`src/rtl/usbd_ists_pkg.sv`:
```
package usbd_ists_pkg;

    localparam int REG_W        = 32;
    localparam int CTL_OUT_BIT  = 0;
    localparam int CTL_IN_BIT   = 1;
    localparam int GEN_BASE_BIT = 2;
    localparam int FRAME_BIT    = 30;
    localparam int DEV_BIT      = 31;
    localparam int MAX_GEN      = (FRAME_BIT - GEN_BASE_BIT) / 2;

    typedef struct packed {
        logic [REG_W-1:0] stat;
    } ists_state_t;

    // Mask of the bits that exist for a given generic endpoint count
    function automatic logic [REG_W-1:0] impl_mask(input int n_gen);
        logic [REG_W-1:0] m;
        m = '0;
        m[CTL_OUT_BIT] = 1'b1;
        m[CTL_IN_BIT]  = 1'b1;
        for (int i = 0; i < 2 * n_gen; i++) begin
            m[GEN_BASE_BIT + i] = 1'b1;
        end
        m[FRAME_BIT] = 1'b1;
        m[DEV_BIT]   = 1'b1;
        return m;
    endfunction

endpackage

```
`src/rtl/usbd_frame_tick.sv`:
```
module usbd_frame_tick #(
    parameter int TICK_CYCLES = 48000
) (
    input  logic clk,
    input  logic rst_n,
    input  logic vbus_ok_i,
    input  logic connected_i,
    output logic tick_o
);

    localparam int CW = (TICK_CYCLES > 1) ? $clog2(TICK_CYCLES) : 1;
    localparam logic [CW-1:0] LAST = CW'(TICK_CYCLES - 1);

    typedef struct packed {
        logic [CW-1:0] cnt;
    } ft_state_t;

    ft_state_t ft_d, ft_q;
    logic      gate;

    assign gate = vbus_ok_i & connected_i;

    always_comb begin
        ft_d   = ft_q;
        tick_o = 1'b0;
        if (!gate) begin
            ft_d.cnt = '0;
        end else if (ft_q.cnt == LAST) begin
            ft_d.cnt = '0;
            tick_o   = 1'b1;
        end else begin
            ft_d.cnt = ft_q.cnt + 1'b1;
        end
    end

    always_ff @(posedge clk) begin
        if (!rst_n) begin
            ft_q <= '0;
        end else begin
            ft_q <= ft_d;
        end
    end

endmodule

```
`src/rtl/usbd_ists_qual.sv`:
```
module usbd_ists_qual
    import usbd_ists_pkg::*;
#(
    parameter int N_GEN = 4
) (
    input  logic             ctl_out_zero_i,
    input  logic             ctl_out_skip_i,
    input  logic             ctl_setup_i,
    input  logic             ctl_out_nak_i,
    input  logic             ctl_in_zero_i,
    input  logic             ctl_in_skip_i,
    input  logic             ctl_in_nak_i,
    input  logic [N_GEN-1:0] gen_out_done_i,
    input  logic [N_GEN-1:0] gen_in_done_i,
    input  logic [N_GEN-1:0] gen_out_nak_i,
    input  logic [N_GEN-1:0] gen_in_nak_i,
    input  logic             nak_en_ctl_out_i,
    input  logic             nak_en_ctl_in_i,
    input  logic             nak_en_gen_out_i,
    input  logic             nak_en_gen_in_i,
    input  logic             frame_tick_i,
    input  logic             dev_any_i,
    output logic [REG_W-1:0] set_o
);

    logic [N_GEN-1:0] out_hit;
    logic [N_GEN-1:0] in_hit;

    // Per-endpoint qualification: completion, or NAK gated by its class enable
    for (genvar g = 0; g < N_GEN; g++) begin : g_ep
        assign out_hit[g] = gen_out_done_i[g] | (gen_out_nak_i[g] & nak_en_gen_out_i);
        assign in_hit[g]  = gen_in_done_i[g]  | (gen_in_nak_i[g]  & nak_en_gen_in_i);
    end

    always_comb begin
        set_o = '0;
        set_o[CTL_OUT_BIT] = ctl_out_zero_i | ctl_out_skip_i | ctl_setup_i
                           | (ctl_out_nak_i & nak_en_ctl_out_i);
        set_o[CTL_IN_BIT]  = ctl_in_zero_i | ctl_in_skip_i
                           | (ctl_in_nak_i & nak_en_ctl_in_i);
        for (int i = 0; i < N_GEN; i++) begin
            set_o[GEN_BASE_BIT + 2*i]     = out_hit[i];
            set_o[GEN_BASE_BIT + 2*i + 1] = in_hit[i];
        end
        set_o[FRAME_BIT] = frame_tick_i;
        set_o[DEV_BIT]   = dev_any_i;
    end

endmodule

```
`src/rtl/usbd_int_status.sv`:
```
module usbd_int_status
    import usbd_ists_pkg::*;
#(
    parameter int N_GEN       = 4,
    parameter int TICK_CYCLES = 48000,
    parameter int DEVCHG_W    = 5
) (
    input  logic                clk,
    input  logic                rst_n,
    input  logic                ctl_out_zero_i,
    input  logic                ctl_out_skip_i,
    input  logic                ctl_setup_i,
    input  logic                ctl_out_nak_i,
    input  logic                ctl_in_zero_i,
    input  logic                ctl_in_skip_i,
    input  logic                ctl_in_nak_i,
    input  logic [N_GEN-1:0]    gen_out_done_i,
    input  logic [N_GEN-1:0]    gen_in_done_i,
    input  logic [N_GEN-1:0]    gen_out_nak_i,
    input  logic [N_GEN-1:0]    gen_in_nak_i,
    input  logic                nak_en_ctl_out_i,
    input  logic                nak_en_ctl_in_i,
    input  logic                nak_en_gen_out_i,
    input  logic                nak_en_gen_in_i,
    input  logic                vbus_ok_i,
    input  logic                connected_i,
    input  logic [DEVCHG_W-1:0] devchg_i,
    input  logic                reg_wr_i,
    input  logic [31:0]         reg_wdata_i,
    output logic [31:0]         reg_rdata_o,
    output logic                irq_o
);

    localparam logic [REG_W-1:0] IMPL_MASK = impl_mask(N_GEN);

    ists_state_t      st_d, st_q;
    logic [REG_W-1:0] set_vec;
    logic [REG_W-1:0] clr_vec;
    logic             frame_tick;

    usbd_frame_tick #(
        .TICK_CYCLES (TICK_CYCLES)
    ) u_tick (
        .clk         (clk),
        .rst_n       (rst_n),
        .vbus_ok_i   (vbus_ok_i),
        .connected_i (connected_i),
        .tick_o      (frame_tick)
    );

    usbd_ists_qual #(
        .N_GEN (N_GEN)
    ) u_qual (
        .ctl_out_zero_i   (ctl_out_zero_i),
        .ctl_out_skip_i   (ctl_out_skip_i),
        .ctl_setup_i      (ctl_setup_i),
        .ctl_out_nak_i    (ctl_out_nak_i),
        .ctl_in_zero_i    (ctl_in_zero_i),
        .ctl_in_skip_i    (ctl_in_skip_i),
        .ctl_in_nak_i     (ctl_in_nak_i),
        .gen_out_done_i   (gen_out_done_i),
        .gen_in_done_i    (gen_in_done_i),
        .gen_out_nak_i    (gen_out_nak_i),
        .gen_in_nak_i     (gen_in_nak_i),
        .nak_en_ctl_out_i (nak_en_ctl_out_i),
        .nak_en_ctl_in_i  (nak_en_ctl_in_i),
        .nak_en_gen_out_i (nak_en_gen_out_i),
        .nak_en_gen_in_i  (nak_en_gen_in_i),
        .frame_tick_i     (frame_tick),
        .dev_any_i        (|devchg_i),
        .set_o            (set_vec)
    );

    assign clr_vec = reg_wr_i ? reg_wdata_i : '0;

    // Clear first, then OR the set events so a simultaneous event survives
    always_comb begin
        st_d      = st_q;
        st_d.stat = ((st_q.stat & ~clr_vec) | set_vec) & IMPL_MASK;
    end

    always_ff @(posedge clk) begin
        if (!rst_n) begin
            st_q <= '0;
        end else begin
            st_q <= st_d;
        end
    end

    assign reg_rdata_o = st_q.stat;
    assign irq_o       = |st_q.stat;

endmodule

```
`config.mk`:
```
export PLATFORM = sky130hd
export DESIGN_NAME = usbd_int_status
export DESIGN_NICKNAME = d
export VERILOG_FILES = /design/src/rtl/usbd_ists_pkg.sv /design/src/rtl/usbd_frame_tick.sv /design/src/rtl/usbd_ists_qual.sv /design/src/rtl/usbd_int_status.sv
export SDC_FILE = /design/constraint.sdc
export NUM_CORES = 1
export LEC_CHECK = 0
export ABC_AREA = 1
export ABC_CLOCK_PERIOD_IN_PS = 1550
export BUFFER_PORTS_ARGS = -buffer_cell sky130_fd_sc_hd__clkbuf_2
export CAP_MARGIN = 20
export CORE_MARGIN = 4
export CORE_UTILIZATION = 40
export DETAILED_ROUTE_END_ITERATION = 16
export PLACE_DENSITY_LB_ADDON = 0.3
export SYNTH_ARGS = -nofsm -noshare
export SYNTH_HDL_FRONTEND = slang
export SYNTH_SLANG_ARGS = --single-unit
```
`constraint.sdc`:
```
create_clock -name clk -period 1.55 [get_ports clk]
set_clock_uncertainty 0.15 [all_clocks]
set_input_delay 0.31 -clock clk [delete_from_list [all_inputs] [get_ports clk]]
set_output_delay 0.31 -clock clk [all_outputs]
set_load 0.005 [all_outputs]
```
* After elaboration in Yosys (flattened, before gate mapping)
Cells that the tools add are included.
** Word-level totals
- Flip-flop bits (word level) :: 48
** Operators by class
- Reductions and logical operators :: 3
- Mux-type cells :: 3
- Bitwise logic cells :: 29
- $add $sub $neg :: 1
- Eq/ne operators :: 1
** Operators by type and width (number)
- $and A32 B32 Y32 :: 1
- $mux W32 :: 1
- $not A32 Y32 :: 1
- $or A32 B32 Y32 :: 1
- $reduce_or A32 Y1 :: 1
- $add A16 B1 Y16 const B :: 1
- $eq A16 B16 Y1 const B :: 1
- $or A1 B1 Y1 :: 13
- $and A1 B1 Y1 :: 11
- $reduce_or A5 Y1 :: 1
- $reduce_or A3 Y1 :: 1
- $mux W1 :: 2
- $not A1 Y1 :: 2

* Logic depth before layout (Yosys ltp)
Gate-level depths: netlist of run 1.
- Depth in word-level cells :: 4
- Mapped depth :: 9

* Hierarchy
Synthesis of run 1 repeated with hierarchy kept, for this count alone.
** Unflattened totals
- Cells, all modules :: 256
- Area total of the unflattened synthesis :: 1750.4 sq um
** Modules (own cells, without submodules)
- usbd_frame_tick :: area an instance 873.3 sq um, instances 1, seq. area each 320.3 sq um, cells each 132
- usbd_int_status :: area an instance 620.6 sq um, instances 1, seq. area each 240.2 sq um, cells each 86
- usbd_ists_qual :: area an instance 256.5 sq um, instances 1, seq. area each 0.0 sq um, cells each 38

* Worst setup path after synthesis of run 1
OpenSTA, ideal clock, no wires.
- Kind :: register to register
- From :: reg u_tick.ft_q[0] (netlist bit)
- To :: reg u_tick.ft_q[8] (netlist bit)
- Slack :: 0.157 ns
- Library setup time :: 0.115 ns
- Arrival time :: 1.128 ns
- Cell stages (with the launch flop) :: 8
- Cells stage by stage :: dfxtp_1 > ha_1 > nand3_1 > nor2_1 > nand2_2 > nand2_4 > buf_12 > nor2_2
** Between the ends
- Word-level cells in the longest chain between the ends :: 2
- Elaborated cells on any way between the ends :: 3
- Classes of those cells :: add/sub: 1; eq/ne: 1; reduce/logical: 1
** Ends and longest elaborated chain
- from (decl) :: line usbd_frame_tick.sv:18 : ft_state_t ft_d, ft_q;
- from (signal assigned) :: line usbd_frame_tick.sv:40 : ft_q <= ft_d;
- branches (longest 2 deep; another with $add A16 B1 Y16)
Several ways; the timed one is not identified.
A chain may end at the register's enable or synchronous reset.

* Worst setup path after layout of run 1
- From :: reg st_q (netlist bit reg_rdata_o[31])
- To :: out irq_o
** Between the ends
- Word-level cells in the longest chain between the ends :: 1
** Ends and longest elaborated chain
- from (decl) :: line usbd_int_status.sv:36 : ists_state_t st_d, st_q;
- from (signal assigned) :: line usbd_int_status.sv:86 : st_q <= st_d;
- $reduce_or A32 Y1 :: line usbd_int_status.sv:91 : assign irq_o = |st_q.stat;
- to (decl) :: line usbd_int_status.sv:31 : output logic irq_o
Every way passes these cells.

==> impl_results.md, run 1 <==
* Worst R2R End: u_tick.ft_q[14]$_SDFF_PP0_
* Top Ports at between 100 and 150
* Period minus WS final at 1.58 ns
* Worst skew pair latency at 0.28 ns
* Htree depth at 1
* Placed Instances at 326
* Slew Viols, Final at 0
* Failing checks: negative setup slack
* Hold Crit Depth at 3
* Power per cell area at 774 nW/um^2
* Worst setup margin at -0.0278 ns
* Largest net degree at the start of global routing at 17
* Die Y-Extent at 69.9 um
* Worst hold path type: input pin to register
* R2r worst-path depth at 6
* Worst hold start: devchg_i[2]
* Ys async rst share at 0
* Total track usage at 0.141
* Final hold violation count at 0
* Ys flop type: dfxtp_1
* Leakage power figure at 0.920 nW
* Layout Area Growth over Synthesis at 28.1%
* Total power at approximately 1.5 mW
* # nets final at 354
* Peak supply drop at 0.705 mV
* CTS tree: yes
* Synth Area per Inst at around 7.1 sq um
* Ant. Diodes at 0
* Drt total wl at 3560 um
* Syn. warnings at 0
* Row cnt at 22
* Post-route ant nets at 0
* Root Buffer Master: clkbuf_8
* Starting Density at 0.416
* WP data arrival at approximately 1.1 ns
* Worst path required time at 1.09 ns
* Reg2Reg Setup Slack at 0.16 ns
* Largest buffer count on any clock path at 2
* RSZ-0062 raised after global routing: yes
* Drt first-iter violations at 39
* IO buf count at 61
* Pre-antenna DRT Iters at 4
* Number of global-route vias before repair at between 1000 and 1500
* Clk pin slew, worst setup/hold paths at 0.10 ns
* Die X at about 70 um
* Fmax at 634 MHz
* First-pass GRT wire length at 5800 um
* Non-filler cells, final at 331
* Fin area at approximately 2000 sq um
* Register bit total from synthesis at 28
* Post-route clock period utilization at 1.02
* Full die area at a little under 5000 sq um
* Worst r2r src: u_tick.ft_q[0]$_SDFF_PP0_
* Setup crit end kind: primary output
* Critical path type: register to primary output
* Post-synthesis cell area at roughly 1500 sq um
* Hpwl dp at roughly 2900 um
* CTS buffer count at 3
* Synth cell types at 27
* Seq/Total Area, Yosys at 0.365
* DR vias/cell at ~4.5
* # setup viols final at 1
* Crit-path max FO at 2
* Max cap viols at 0
* Startpoint type of the worst setup path: register
* Routability cong. at 0.878
* Cts hold-fix bufs at 0
* Placeable Area at ~3700 sq um
* WHS Endpoint: reg_rdata_o[31]$_SDFF_PN0_
* Synth Instances at roughly 220
* Antenna violations before repair at 0
* Dpl cell area at 1840 sq um
* Number of synthesized flops with an enable pin at 0
* Via count at 1478
* Layout cells sized above 1 at 0.375
* Status: complete, but fails checks
* CTS sink cnt at 28
* WL/cell at 10.8 um
* Post-route DRC at 0
* GR Overflow Total at 0
* Dpl ws at 0.0773 ns
==> where the power goes <==
group | switching (mW) | total, mW | internal, mW | leakage, nW
combinational | 0.0828 | 0.174 | 0.0910 | 0.654
clock | 0.235 | 0.582 | 0.346 | 0.0357
sequential | 0.0227 | 0.766 | 0.743 | 0.230
total | 0.341 | 1.52 | 1.18 | 0.920
==> stage by stage <==
stage	utilization	TNS (ns)	hold slack, ns
6_report	0.533	-0.0278	0.123
5_1_grt	0.533	-0.0932	0.142
4_1_cts	0.524	-0.0457	0.120
3_5_place_dp	0.498	0	0.324
3_3_place_gp	0.498	0	0.310
2_1_floorplan	-	0	0.277
==> critical path, cell delays in order, from the launching register on <==
cell and delay [ns]:
dfxtp_2 0.34, nor4_4 0.28, nand3_1 0.10, clkbuf_2 0.12
==> repair_timing <==
action                     CTS  global route
hold endpoints to repair     0             0
setup buffers                1             0
cloned                       0             0
pin swaps                    2             2
setup endpoints to repair    1            15
gates resized for setup      4            10
==> synth_stat cells (2+ instances only) <==
| cell type | count | area share |
|---|---|---|
| a21oi_1 | 19 | 0.062 |
| a21oi_2 | 3 | 0.017 |
| a31oi_1 | 3 | 0.012 |
| buf_4 | 20 | 0.098 |
| clkbuf_1 | 2 | 0.0049 |
| dfxtp_1 | 28 | 0.37 |
| inv_1 | 20 | 0.049 |
| nand2_1 | 58 | 0.14 |
| nand2_2 | 4 | 0.016 |
| nand3_1 | 12 | 0.039 |
| nand4_1 | 5 | 0.020 |
| nor2_1 | 12 | 0.029 |
| nor2_2 | 11 | 0.045 |
| nor3_1 | 2 | 0.0065 |
| nor4_1 | 3 | 0.012 |
| or2_2 | 2 | 0.0082 |
| xnor2_1 | 3 | 0.017 |
==> how the worst max path moves through the flow <==
stage / start / endpoint / slack [ns] / cells past startpoint
after detailed placement: u_tick.ft_q[0]$_SDFF_PP0_ / u_tick.ft_q[14]$_SDFF_PP0_ / 0.08 / 6
after floorplan: u_tick.ft_q[0]$_SDFF_PP0_ / u_tick.ft_q[8]$_SDFF_PP0_ / 0.16 / 7
after global placement: u_tick.ft_q[0]$_SDFF_PP0_ / u_tick.ft_q[14]$_SDFF_PP0_ / 0.11 / 6
after CTS: reg_rdata_o[31]$_SDFF_PN0_ / irq_o / -0.05 / 3
after global routing: reg_rdata_o[7]$_SDFF_PN0_ / irq_o / -0.09 / 3
final: reg_rdata_o[31]$_SDFF_PN0_ / irq_o / -0.03 / 3
==> cell type report <==
class,instances,area [sq um]
inverter,22,83.8
sequential,28,567
clock inverter,1,30.0
timing repair buffer,66,355
fill,374,1720
multi-input combinational,163,828
tap,48,60.1
clock buffer,3,41.3
==> registers in the layout, indices dropped and copies added, names as in the netlist <==
| signal | flops |
|---|---|
| reg_rdata_o | 12 |
| u_tick.ft_q | 16 |
==> metal layers <==
| layer | vias up | track usage | part of all wire |
|---|---|---|---|
| met1 | 628 | 0.168 | 0.42 |
| met5 | - | 0 | 0 |
| met4 | 0 | 0.0298 | 0.013 |
| met2 | 63 | 0.239 | 0.46 |
| li1 | 781 | - | - |
| met3 | 6 | 0.0532 | 0.11 |
==> cell families after synthesis <==
family,share of synthesized area
buffers and inverters,0.170
AND/OR/NAND/NOR,0.331
AO/OA/AOI/OAI,0.0995
other,0.00244
adder cells (fa/ha/maj),0.00816
XOR/XNOR,0.0228
flip-flops,0.365
==> layout by cell type (no fill, tap or decap), drive strengths merged <==
cell	Yosys	layout
a21oi	22	22
a31oi	3	3
buf	21	5
bufinv	0	1
clkbuf	2	64
clkinv	1	1
conb	1	20
dfxtp	28	28
ha	1	1
inv	21	21
nand2	63	63
nand3	12	12
nand3b	1	1
nand4	5	5
nor2	23	23
nor3	2	2
nor4	3	3
o21ai	1	1
o21bai	1	1
or2	2	2
xnor2	3	3
xor2	1	1
(Power assumes the default switching activity.)
==> run 2: changes to the inputs <==
--- a/config.mk
+++ b/config.mk
@@ -10,9 +10,11 @@
 export BUFFER_PORTS_ARGS = -buffer_cell sky130_fd_sc_hd__clkbuf_2
 export CAP_MARGIN = 20
 export CORE_MARGIN = 4
-export CORE_UTILIZATION = 40
+export CORE_UTILIZATION = 44
 export DETAILED_ROUTE_END_ITERATION = 16
+export GPL_TIMING_DRIVEN = 0
 export PLACE_DENSITY_LB_ADDON = 0.3
 export SYNTH_ARGS = -nofsm -noshare
 export SYNTH_HDL_FRONTEND = slang
+export SYNTH_HIERARCHICAL = 1
 export SYNTH_SLANG_ARGS = --single-unit
==> impl_results.md, run 2 <==
* GR Layer Usage met2 at 0.309 (+0.0700)
* Pre-antenna DRT Iters at 4 (unchanged)
* Worst hold path type: input pin to register
* Largest buffer count on any clock path at 2 (unchanged)
* IO buf count at 61 (unchanged)
* Synth Area per Inst at 6.79 sq um (-3.9%)
* CTS sink cnt at 28 (unchanged)
* Number of flip-flops in the largest register at 16 (unchanged)
* Met1 global-route usage at 0.182 (+0.0137)
* Post-synthesis cell area at 1600 sq um (+4.1%)
* GR Overflow Total at 0 (unchanged)
* Top Ports at 102 (unchanged)
* Busiest grt layer: met2
* Die Y-Extent at 68.2 um (-2.4%)
* Total power at 1.50 mW (-1.7%)
* Total track usage at 0.163 (+0.0219)
* Peak supply drop at 0.708 mV (+0.45%)
* Met3 GRT Util at 0.0460 (-0.00726)
* Layout Area Growth over Synthesis at 40.1%
* WL/cell at 10.6 um (-1.8%)
* Routability cong. at 0.886 (+0.90%)
* Full die area at 4660 sq um (-4.8%)
* Power per cell area at 669 nW/um^2 (-14%)
* Worst setup margin at -0.0684 ns (-0.0406 ns)
* Leakage power figure at 1.10 nW (+20%)
* Hpwl dp at 3050 um (+6.2%)
* Multi-input gate area at 880 sq um (+6.2%)
* Critical path type: register to primary output
* Most frequent cells in the layout: 61 x clkbuf_2, 56 x nand2_1, 47 x nor2_1
* Syn. warnings at 6 (+6)
* Worst skew pair latency at 0.33 ns (+0.05 ns)
* Worst path required time at 1.09 ns (about the same)
* # setup viols final at 1 (unchanged)
* Clk pin slew, worst setup/hold paths at 0.15 ns (+0.05 ns)
* DR vias/cell at 4.46 (-0.17%)
* RSZ-0062 raised after global routing: yes
* Max cap viols at 0 (unchanged)
* Period minus WS final at 1.62 ns (+0.0406 ns)
* Fin util at 0.655 (+0.122)
* Via count at 1685 (+14%)
* Status: complete, but fails checks
* Placeable Area at 3420 sq um (-7.4%)
* Die X at 68.2 um (-2.4%)
* Root Buffer Master: clkbuf_4
* Largest net degree at the start of global routing at 17 (unchanged)
* Startpoint type of the worst setup path: register
* Row cnt at 21 (-4.5%)
* Layout cells sized above 1 at 0.380 (+0.00496)
* Largest reg by FF count: u_tick/ft_q
* Non-filler cells, final at 378 (+14%)
* # nets final at 403 (+14%)
* Htree depth at 1 (unchanged)
* Final hold violation count at 0 (unchanged)
* Post-route DRC at 0 (unchanged)
* Setup crit end kind: primary output
* First-pass GRT wire length at 5800 um (unchanged)
* Drt total wl at 3990 um (+12%)
* Slew Viols, Final at 0 (unchanged)
* Post-route clock period utilization at 1.04 (+0.0262)
* Most common cell after layout, fill and taps aside: clkbuf_2
* Drt first-iter violations at 62 (+59%)
* Placed Instances at 361 (+11%)
* Ant. Diodes at 0 (unchanged)
* Fill cell count at 305 (-18%)
* Hold WS at 0.0678 ns (-0.0548 ns)
* Starting Density at 0.467 (+0.0515)
* Crit-path max FO at 3 (+1)
* CTS buffer count at 3 (unchanged)
* Storage cell area at 574 sq um (+1.3%)
* Dpl ws at -0.107 ns (-0.184 ns)
* WP data arrival at 1.16 ns (+0.04 ns)
* Antenna violations before repair at 0 (unchanged)
* Synth Instances at 235 (+8.3%)
* Failing checks: negative setup slack
* Fmax at 618 MHz (-2.5%)
* Number of global-route vias before repair at 1390 (+2.1%)
* Post-route ant nets at 0 (unchanged)
* CTS tree: yes
==> run 2: changes by cell type in the layout (fill, tap and decap cells not counted), moves of 6 or more <==
cell and delta:
nor2_1 +37, buf_4 +30, nor2_2 -9, a21o_1 +8, a21oi_1 -7, dfxtp_1 -6, dfxtp_2 +6
==> run 2: worst paths after layout <==
| check | endpoint | slack (ns) | cells past startpoint | from |
|---|---|---|---|---|
| max | irq_o | -0.07 | 5 | reg_rdata_o[6]$_SDFF_PN0_ |
| min | reg_rdata_o[5]$_SDFF_PN0_ | 0.07 | 3 | rst_n |
| max reg2reg | u_tick/ft_q[13]$_SDFF_PP0_ | 0.07 | 7 | u_tick/ft_q[0]$_SDFF_PP0_ |
| min reg2reg | reg_rdata_o[4]$_SDFF_PN0_ | 0.39 | 2 | reg_rdata_o[4]$_SDFF_PN0_ |
==> run 2: layer usage <==
metal / vias to the layer above / wire length [um]
met5: - / 0
li1: 895 / -
met3: 2 / 425
met1: 721 / 1550
met2: 67 / 2000
met4: 0 / 15
==> run 2: critical path: stages (launching register included) <==
cell,delay [ns]
dfxtp_2,0.36
nor2_1,0.08
nand2_1,0.07
nor2_1,0.12
nand2_1,0.08
clkbuf_2,0.11
==> run 2: final cells by class <==
type,instances,area share
timing repair buffer,74,0.182
buffer,25,0.0861
multi-input combinational,182,0.393
clock buffer,3,0.0101
sequential,28,0.257
tap,46,0.0257
clock inverter,1,0.0134
inverter,19,0.0330
==> run 2: timing repair <==
| item | CTS | global route |
|---|---|---|
| pin swaps | 1 | 3 |
| setup buffers | 7 | 5 |
| hold buffers | 0 | 0 |
| gates cloned | 1 | 0 |
| setup endpoints to repair | 12 | 16 |
| resized for setup | 10 | 12 |
==> run 2: power breakdown <==
group	switching (mW)	internal (mW)	total, mW
combinational	0.100	0.147	0.247
sequential	0.0166	0.746	0.763
clock	0.225	0.262	0.487
total	0.342	1.15	1.50
==> run 2: through the flow <==
stage	cell area [sq um]	TNS (ns)
after floorplan	1670	0
after detailed placement	2030	-0.432
after global routing	2240	-0.169
final	2240	-0.0684
after global placement	2030	-0.240
after CTS	2160	-0.0610
==> run 3: changes to the inputs <==
--- a/config.mk
+++ b/config.mk
@@ -6,14 +6,14 @@
 export NUM_CORES = 1
 export LEC_CHECK = 0
 export ABC_AREA = 1
-export ABC_CLOCK_PERIOD_IN_PS = 1550
+export ABC_CLOCK_PERIOD_IN_PS = 1700
 export BUFFER_PORTS_ARGS = -buffer_cell sky130_fd_sc_hd__clkbuf_2
 export CAP_MARGIN = 20
 export CORE_MARGIN = 4
 export CORE_UTILIZATION = 44
 export DETAILED_ROUTE_END_ITERATION = 16
 export GPL_TIMING_DRIVEN = 0
-export PLACE_DENSITY_LB_ADDON = 0.3
+export PLACE_DENSITY = 0.91
 export SYNTH_ARGS = -nofsm -noshare
 export SYNTH_HDL_FRONTEND = slang
 export SYNTH_HIERARCHICAL = 1
==> constraint.sdc (replaced) <==
create_clock -name clk -period 1.7 [get_ports clk]
set_clock_uncertainty 0.15 [all_clocks]
set_input_delay 0.34 -clock clk [delete_from_list [all_inputs] [get_ports clk]]
set_output_delay 0.34 -clock clk [all_outputs]
set_load 0.005 [all_outputs]
==> impl_results.md, run 3 (same netlist as run 2, synthesis figures left out) <==
* Die Y-Extent at 68.2 um (unchanged)
* Critical path type: register to primary output
* Startpoint type of the worst setup path: register
* Met1 wire length at 1530 um (-1.4%)
* DR vias/cell at 4.48 (+0.58%)
* Max Used Layer: met4
* Worst skew pair latency at 0.32 ns (about the same)
* Number of global-route vias before repair at 1399 (+0.65%)
* Largest net degree at the start of global routing at 17 (unchanged)
* RSZ-0062 raised after global routing: yes
* Max cap viols at 0 (unchanged)
* Met3 wire length at 348 um (-18%)
* Placeable Area at 3420 sq um (unchanged)
* Post-route DRC at 0 (unchanged)
* Routability cong. at 0.877 (-1.1%)
* Setup crit end kind: primary output
* Gate power share at 0.155 (-0.010)
* CTS buffer count at 3 (unchanged)
* Total track usage at 0.156 (-0.00701)
* Slew Viols, Final at 0 (unchanged)
* Starting Density at 0.467 (unchanged)
* CTS sink cnt at 28 (unchanged)
* Ant. Diodes at 0 (unchanged)
* # setup viols final at 0 (-1)
* Largest buffer count on any clock path at 2 (unchanged)
* Power per cell area at 624 nW/um^2 (-6.7%)
* Drt first-iter violations at 43 (-31%)
* Period minus WS final at 1.63 ns
* Htree depth at 1 (unchanged)
* R2r worst-path depth at 7 (unchanged)
* Fmax at 614 MHz
* Peak supply drop at 0.634 mV (-10%)
* Crit-path max FO at 2 (-1)
* WP data arrival at 1.14 ns (-0.02 ns)
* Hpwl dp at 3190 um (+4.8%)
* P_sw at 0.289 mW (-16%)
* Cts hold-fix bufs at 0 (unchanged)
* Number of flip-flops in the largest register at 16 (unchanged)
* GR Overflow Total at 0 (unchanged)
* Worst path required time at 1.21 ns (+0.12 ns)
* Top Ports at 102 (unchanged)
* Antenna violations before repair at 0 (unchanged)
* # nets final at 393 (-2.5%)
* Hold Crit Depth at 3 (unchanged)
* Post-route clock period utilization at 0.958
* Cell Int Power at 1.04 mW (-9.9%)
* Via count at 1650 (-2.1%)
* Worst hold path type: input pin to register
* Clk pin slew, worst setup/hold paths at 0.15 ns (about the same)
* Row cnt at 21 (unchanged)
* Total power at 1.33 mW (-11%)
* Final hold violation count at 0 (unchanged)
* Post-route ant nets at 0 (unchanged)
* Most common cell after layout, fill and taps aside: clkbuf_2
* Full die area at 4660 sq um (unchanged)
* Fill cell count at 302 (-0.98%)
* Met2 Wirelength at 1890 um (-5.6%)
* Pre-antenna DRT Iters at 4 (unchanged)
* Dpl ws at 0.0890 ns (+0.196 ns)
* Die X at 68.2 um (unchanged)
* Status: completed
* Layout Area Growth over Synthesis at 33.4%
* Largest reg by FF count: u_tick/ft_q
* Layout cells sized above 1 at 0.357 (-0.0224)
* CTS tree: yes
* First-pass GRT wire length at 5530 um (-4.6%)
* Worst setup margin at 0.0720 ns (+0.140 ns)
* Root Buffer Master: clkbuf_4
* IO buf count at 61 (unchanged)
* Most frequent cells in the layout: 61 x clkbuf_2, 57 x nand2_1, 45 x nor2_1
* WL/cell at 10.4 um (-1.8%)
* Clk network pwr share at 0.320 (-0.005)
* Drt total wl at 3810 um (-4.4%)
* Leakage power figure at 1.05 nW (-4.8%)
* Flop pwr share at 0.525 (+0.015)
* Sw Share at 0.217 (-0.0112)
run 3: cell types whose count changed in the layout (fill, tap and decap cells not counted), moves of 2 or more:
| cell | previous run | this run |
|---|---|---|
| buf_4 | 34 | 25 |
| dfxtp_1 | 17 | 19 |
| dfxtp_2 | 11 | 9 |
| nor2_1 | 47 | 45 |
| nor2_2 | 4 | 8 |
| nor2_4 | 2 | 0 |
run 3: area by class of cell:
cell class,instances,area [sq um],share of cell area
clock buffers,3,22.5,0.0106
well taps,46,57.6,0.0270
clock inverters,1,30.0,0.0141
multi-input cells,182,855,0.401
flip-flops and latches,28,572,0.269
plain buffers,25,193,0.0905
inverters,19,72.6,0.0341
repair buffers,64,328,0.154
run 3: repair_timing:
item,4_1_cts,5_1_grt
setup buffers,0,3
resized for setup,0,14
setup endpoints to repair,0,12
run 3: worst paths after layout:
| kind | from | to | slack, ns |
|---|---|---|---|
| setup / recovery | reg_rdata_o[8]$_SDFF_PN0_ | irq_o | 0.07 |
| hold / removal | rst_n | reg_rdata_o[5]$_SDFF_PN0_ | 0.11 |
| setup reg to reg | u_tick/ft_q[1]$_SDFF_PP0_ | u_tick/ft_q[2]$_SDFF_PP0_ | 0.13 |
| hold reg to reg | u_tick/ft_q[0]$_SDFF_PP0_ | u_tick/ft_q[0]$_SDFF_PP0_ | 0.29 |
run 3: power groups by stage:
stage / clock, mW / sequential (mW) / combinational [mW]
after CTS: 0.434 / 0.692 / 0.196
after floorplan: 0 / 0.707 / 0.104
after global routing: 0.467 / 0.701 / 0.232
after detailed placement: 0 / 0.707 / 0.195
final: 0.425 / 0.697 / 0.207
after global placement: 0 / 0.706 / 0.191
run 3: routing by layer:
| layer | track usage | vias to the layer above |
|---|---|---|
| li1 | - | 877 |
| met1 | 0.160 | 703 |
| met2 | 0.302 | 64 |
| met3 | 0.0328 | 6 |
| met4 | 0.0596 | 0 |
| met5 | 0 | - |
run 3: stage by stage:
stage          cells  hold WS (ns)  area [sq um]  utilization  TNS, ns
6_report         368         0.108          2130        0.623        0
5_1_grt          368         0.123          2130        0.623  -0.0323
3_5_place_dp     361         0.307          2030        0.595        0
3_3_place_gp     361         0.292          2030        0.595        0
2_1_floorplan    254         0.280          1670            -        0
4_1_cts          365         0.117          2080        0.610        0
run 3: worst max-delay path, cell delays in order (launching register included):
cell and delay, ns:
dfxtp_2 0.35, nor2_1 0.10, nand2_1 0.07, nor2_1 0.11, nand2_1 0.07, clkbuf_2 0.11
